**config.mk**
```make
export PLATFORM = sky130hd
export DESIGN_NAME = cascade_result_port
export DESIGN_NICKNAME = d
export VERILOG_FILES = /design/src/rtl/crp_pkg.sv /design/src/rtl/crp_rst_sync.sv /design/src/rtl/crp_edge_track.sv /design/src/rtl/crp_shifter.sv /design/src/rtl/cascade_result_port.sv
export SDC_FILE = /design/constraint.sdc
export NUM_CORES = 1
export LEC_CHECK = 0
export ABC_AREA = 1
export ABC_CLOCK_PERIOD_IN_PS = 900
export BUFFER_PORTS_ARGS = -buffer_cell sky130_fd_sc_hd__buf_2
export CAP_MARGIN = 20
export CORE_MARGIN = 2
export CORE_UTILIZATION = 38
export DETAILED_ROUTE_END_ITERATION = 8
export PLACE_DENSITY = 0.64
export SYNTH_ARGS = -nofsm -noshare
export SYNTH_HDL_FRONTEND = slang
export SYNTH_HIERARCHICAL = 1
export SYNTH_SLANG_ARGS = --single-unit
```
**constraint.sdc**
```tcl
create_clock -name clk -period 0.9 [get_ports clk]
set_input_delay 0.135 -clock clk [delete_from_list [all_inputs] [get_ports clk]]
set_output_delay 0.135 -clock clk [all_outputs]
set_load 0.02 [all_outputs]
```
**src/rtl/crp_pkg.sv**
```systemverilog
package crp_pkg;
  localparam int unsigned RES_W_DEF = 18;

  typedef struct packed {
    logic load;
    logic shift;
    logic capture;
  } crp_ctl_t;
endpackage

```
**src/rtl/crp_rst_sync.sv**
```systemverilog
module crp_rst_sync #(
  parameter int unsigned STAGES = 2
) (
  input  logic clk,
  input  logic rst_n,
  output logic rst_sync_n
);
  logic [STAGES-1:0] sync_q;
  logic [STAGES-1:0] sync_d;

  always_comb begin
    sync_d = {sync_q[STAGES-2:0], 1'b1};
  end

  always_ff @(posedge clk or negedge rst_n) begin
    if (!rst_n) sync_q <= '0;
    else        sync_q <= sync_d;
  end

  assign rst_sync_n = sync_q[STAGES-1];
endmodule

```
**src/rtl/crp_edge_track.sv**
```systemverilog
module crp_edge_track #(
  parameter bit IDLE    = 1'b0,
  parameter bit FALLING = 1'b0
) (
  input  logic clk,
  input  logic rst_n,
  input  logic sig_i,
  output logic edge_o
);
  logic prev_q;
  logic prev_d;

  always_comb begin
    prev_d = sig_i;
  end

  always_ff @(posedge clk or negedge rst_n) begin
    if (!rst_n) prev_q <= IDLE;
    else        prev_q <= prev_d;
  end

  generate
    if (FALLING) begin : g_fall
      assign edge_o = prev_q & ~sig_i;
    end else begin : g_rise
      assign edge_o = ~prev_q & sig_i;
    end
  endgenerate
endmodule

```
**src/rtl/crp_shifter.sv**
```systemverilog
module crp_shifter
  import crp_pkg::*;
#(
  parameter int unsigned W = RES_W_DEF
) (
  input  logic         clk,
  input  logic         rst_n,
  input  crp_ctl_t     ctl,
  input  logic [W-1:0] par_i,
  input  logic         ser_i,
  output logic [W-1:0] bits_o
);
  logic [W-1:0] sr_q, sr_d;
  logic         cap_q, cap_d;

  always_comb begin
    sr_d  = sr_q;
    cap_d = cap_q;
    if (ctl.load)       sr_d = par_i;
    else if (ctl.shift) sr_d = {sr_q[W-2:0], cap_q};
    if (ctl.capture)    cap_d = ser_i;
  end

  always_ff @(posedge clk or negedge rst_n) begin
    if (!rst_n) begin
      sr_q  <= '0;
      cap_q <= 1'b0;
    end else begin
      sr_q  <= sr_d;
      cap_q <= cap_d;
    end
  end

  assign bits_o = sr_q;
endmodule

```
**src/rtl/cascade_result_port.sv**
```systemverilog
module cascade_result_port
  import crp_pkg::*;
#(
  parameter int unsigned RES_W = RES_W_DEF
) (
  input  logic             clk,
  input  logic             rst_n,
  input  logic             conv_busy,
  input  logic [RES_W-1:0] conv_data,
  input  logic             sel_n,
  input  logic             read_n,
  input  logic             ser_clk,
  input  logic             ser_clk_inv,
  input  logic             casc_in,
  output logic             ser_out
);
  logic             core_rst_n;
  logic             eff_clk;
  logic             eff_rise;
  logic             eff_fall;
  logic             busy_fall;
  logic             read_en;
  crp_ctl_t         ctl;
  logic [RES_W-1:0] sr_bits;

  crp_rst_sync #(.STAGES(2)) u_rst_sync (
    .clk        (clk),
    .rst_n      (rst_n),
    .rst_sync_n (core_rst_n)
  );

  assign eff_clk = ser_clk ^ ser_clk_inv;

  crp_edge_track #(.IDLE(1'b1), .FALLING(1'b0)) u_shift_edge (
    .clk    (clk),
    .rst_n  (core_rst_n),
    .sig_i  (eff_clk),
    .edge_o (eff_rise)
  );

  crp_edge_track #(.IDLE(1'b1), .FALLING(1'b1)) u_capture_edge (
    .clk    (clk),
    .rst_n  (core_rst_n),
    .sig_i  (eff_clk),
    .edge_o (eff_fall)
  );

  crp_edge_track #(.IDLE(1'b0), .FALLING(1'b1)) u_busy_edge (
    .clk    (clk),
    .rst_n  (core_rst_n),
    .sig_i  (conv_busy),
    .edge_o (busy_fall)
  );

  always_comb begin
    read_en     = ~sel_n & ~read_n & ~conv_busy;
    ctl.load    = busy_fall;
    ctl.shift   = read_en & eff_rise;
    ctl.capture = read_en & eff_fall;
  end

  crp_shifter #(.W(RES_W)) u_shifter (
    .clk    (clk),
    .rst_n  (core_rst_n),
    .ctl    (ctl),
    .par_i  (conv_data),
    .ser_i  (casc_in),
    .bits_o (sr_bits)
  );

  assign ser_out = sel_n ? 1'b0 : sr_bits[RES_W-1];
endmodule

```
==> metrics.md <==
| Metric | Value |
|---|---|
| Seq. cell area | `603 um^2` |
| Overall global routing resource usage | `approximately 16%` |
| Global-route wire length before repair | `between 4 and 5 mm` |
| Flop and latch count out of synthesis | `24` |
| CTS Sinks | `24` |
| Worst flop-to-flop path startpoint | `u_shift_edge/prev_q` |
| Number of cells on the worst reg-to-reg path | `7` |
| Maximum number of pins on one net before global-route repair | `19` |
| Worst setup path category | `flop to flop` |
| Unrepaired setup endpoints after global routing | `true` |
| Number of I/O pins | `27` |
| Count of flip-flops with a built-in enable after synthesis | `0` |
| Leftover overflow at the end of global routing | `0` |
| Data arrival time of the critical path | `roughly 1.4 ns` |
| Core Area | `roughly 2700 um^2` |
| Final worst path period share | `130%` |
| Final Hold Vio Count | `0` |
| Number of violations reported at the end of detailed-routing iteration 0 | `21` |
| Vias per inst | `~4.8` |
| Maximum clock frequency | `0.856 GHz` |
| Nets@finish | `191` |
| Total number of H-tree levels | `1` |
| Max-capacitance violation count | `0` |
| Fin Hold WS | `roughly 0.027 ns` |
| Worst-path fanout max | `6` |
| Worst Clk Skew | `around 0.013 ns` |
| CP required | `1.15 ns` |
| CTS clock-pin slew for the worst setup and hold paths | `roughly 0.13 ns` |
| Leakage dissipation | `about 0.74 nW` |
| Register area share after synthesis | `roughly 55%` |
| Most used flip-flop cell after synthesis | `dfrtp_1` |
| Number of clock buffers inserted by TritonCTS | `3` |
| Worst setup EP type | `flop` |
| Root buffer cell | `clkbuf_4` |
| Number of nets with antenna violations after detailed routing | `0` |
| Power share of the clock group | `about a fifth` |
| Die Y-Extent | `57.6 um` |
| Avg WL per Cell | `11.9 um` |
| Unique masters post-synth | `17` |
| Count of input and output buffers | `26` |
| Maximum root-to-sink buffer count | `2` |
| Number of remaining DRC errors | `0` |
| Startpoint kind of the worst setup timing path | `flop` |
| Initial antenna violation count | `0` |
| Share of final-layout standard cells stronger than drive strength 1 | `about 43%` |
| Share of async-settable or async-resettable flops after synthesis | `between 90% and 100%` |
| Multi-input gate area in the final layout | `512 um^2` |
| HPWL after detailed placement | `between 1.5 and 2 mm` |
| Count of final max-slew check failures | `0` |
| Number of fill cells in the layout | `approximately 260` |
| Routability-driven placement congestion ratio | `0.752` |
| Number of core rows | `19` |
| Clock latency at the later pin of the worst-skew pair | `0.31 ns` |
| Drt total wl | `roughly 2.3 mm` |
| Comb power frac | `19.0%` |
| Area overhead of the layout relative to synthesis | `34.2%` |
| Run status | `finished, violations left` |
| Switching share of power | `between 20% and 30%` |
| PD cells | `approximately 1500 nW/um^2` |
| Violations in the final reports | `setup timing` |
| Total via count in the routed design | `about 950` |
| Endpoint of the most critical setup path | `u_shifter/bits_o[16]` |
| Maximum ir drop on the vdd rail | `approximately 820 uV` |
| Worst setup slack for register-to-register paths | `-0.27 ns` |
| Min Clock Period, post-route | `1.17 ns` |
| Switching pwr | `around 0.6 mW` |
| Ant diodes | `0` |
| Dominant cell type by area after synthesis | `dfrtp_1` |
| Post-synthesis net count | `150` |
| Router iterations before antenna repair | `4` |
| Avg Cell Area, Syn | `a little under 9 um^2` |
| Total die area | `3320 um^2` |
| Finished Core Util | `about 54%` |
| Die width | `approximately 58 um` |
| Share of Yosys cell area claimed by the top area cell type | `~50%` |
| Class of the worst hold path | `input port to flop` |
| Total setup violations reported at the end of the flow | `20` |
| Cell types with the largest area share after synthesis | `dfrtp_1, nand3_1, nand2_1, dfstp_2, inv_1` |
| Power share of the sequential group | `59.6%` |
| Starting density of the core | `between 30% and 40%` |
| Fin worst setup slack | `-0.268 ns` |
| TritonCTS clock tree | `built` |
| Number of standard cells after synthesis | `approximately 120` |
| Cell area after technology mapping | `around 1100 um^2` |
| Vias in the first global route | `a little under 1000` |
| Warnings, synthesis | `6` |
| Worst setup path startpoint | `u_shift_edge/prev_q` |
| Cell internal power dissipation | `1.60 mW` |
| Destination of the worst register-to-register timing path | `u_shifter/bits_o[16]` |
## per-layer routing
layer  wire (um)  global-route usage, %  vias up
met5           0                      0        -
met4           8                   3.99        0
met3         113                   2.68        2
met2        1180                   27.6       18
met1        1010                   20.2      444
li1            -                      -      481
## power by group through the flow
stage | sequential (mW) | combinational, mW | clock (mW)
2_1_floorplan | 1.32 | 0.227 | 0
3_3_place_gp | 1.34 | 0.334 | 0
3_5_place_dp | 1.34 | 0.347 | 0
4_1_cts | 1.32 | 0.395 | 0.497
5_1_grt | 1.35 | 0.480 | 0.557
6_report | 1.33 | 0.422 | 0.475
## worst min-delay path by stage
stage / start / to / slack [ns] / depth (start not counted)
final: casc_in / u_shifter/cap_q / 0.03 / 3
after global routing: conv_data[6] / u_shifter/bits_o[6] / 0.03 / 3
after CTS: conv_data[8] / u_shifter/bits_o[8] / 0.03 / 3
after detailed placement: rst_n / u_rst_sync/sync_q[1] / -0.08 / 1
after global placement: rst_n / u_rst_sync/sync_q[0] / -0.08 / 1
after floorplan: rst_n / u_rst_sync/sync_q[0] / -0.16 / 0
## critical path: stages, from the launching register on
cell	delay (ns)
dfstp_2	0.55
nor2_2	0.03
inv_2	0.06
nor2_4	0.04
buf_8	0.15
nor2_4	0.15
nand2_1	0.09
nand3_2	0.07
## cell type report
| cell class | count | share of cell area (%) |
|---|---|---|
| Tap cell | 31 | 2.65 |
| Timing Repair Buffer | 39 | 17.2 |
| Sequential cell | 24 | 41.1 |
| Inverter | 9 | 2.30 |
| Multi-Input combinational cell | 88 | 34.9 |
| Clock buffer | 4 | 1.79 |
## cells in the final DEF (no fill, tap or decap), drive strengths merged
| cell type | n |
|---|---|
| nor2 | 11 |
| conb | 1 |
| xor2 | 1 |
| clkbuf | 4 |
| dfrtp | 22 |
| inv | 9 |
| dfstp | 2 |
| o21ai | 1 |
| buf | 37 |
| nand2 | 38 |
| nand3 | 36 |
| dlygate4sd3 | 2 |
## sequential cells by signal, indices dropped and copies added, names as in the netlist
name                   flops
u_shifter/bits_o          18
u_capture_edge/prev_q      1
u_shifter/cap_q            1
u_shift_edge/prev_q        1
u_rst_sync/sync_q          2
u_busy_edge/prev_q         1
## synthesized netlist by cell type, types with 2 or more instances
master,number
buf_2,2
buf_4,2
dfrtp_1,22
dfstp_2,2
inv_1,8
nand2_1,38
nand3_1,34
nand3_2,2
nor2_1,4
nor2_2,3
## timing repair
action,CTS,global route
pin swaps,14,7
resized for setup,6,15
hold buffers,2,0
hold endpoints to repair,3,0
setup endpoints to repair,20,20
setup buffers,2,0
cloned,4,0
## logic make-up after synthesis
| logic type | Yosys count | share of synthesized area, % |
|---|---|---|
| and+or+nand+nor | 82 | 35.4 |
| DFF | 24 | 55.2 |
| buffers and inverters | 15 | 7.79 |
| AOI/OAI and AO/OA | 1 | 0.458 |
| xor gates and xnor gates | 1 | 0.802 |
| other | 1 | 0.343 |
## stage by stage
stage	setup TNS, ns	instance area [um^2]	cells	total power, mW	worst slack [ns]
after global routing	-5.70	1470	195	2.39	-0.346
final	-4.48	1470	195	2.22	-0.268
after global placement	-6.44	1290	183	1.67	-0.370
after CTS	-4.65	1420	195	2.21	-0.255
after detailed placement	-6.74	1290	183	1.69	-0.376
after floorplan	-4.41	1110	124	1.55	-0.289
Note: power is estimated with default switching activity, not from simulation.
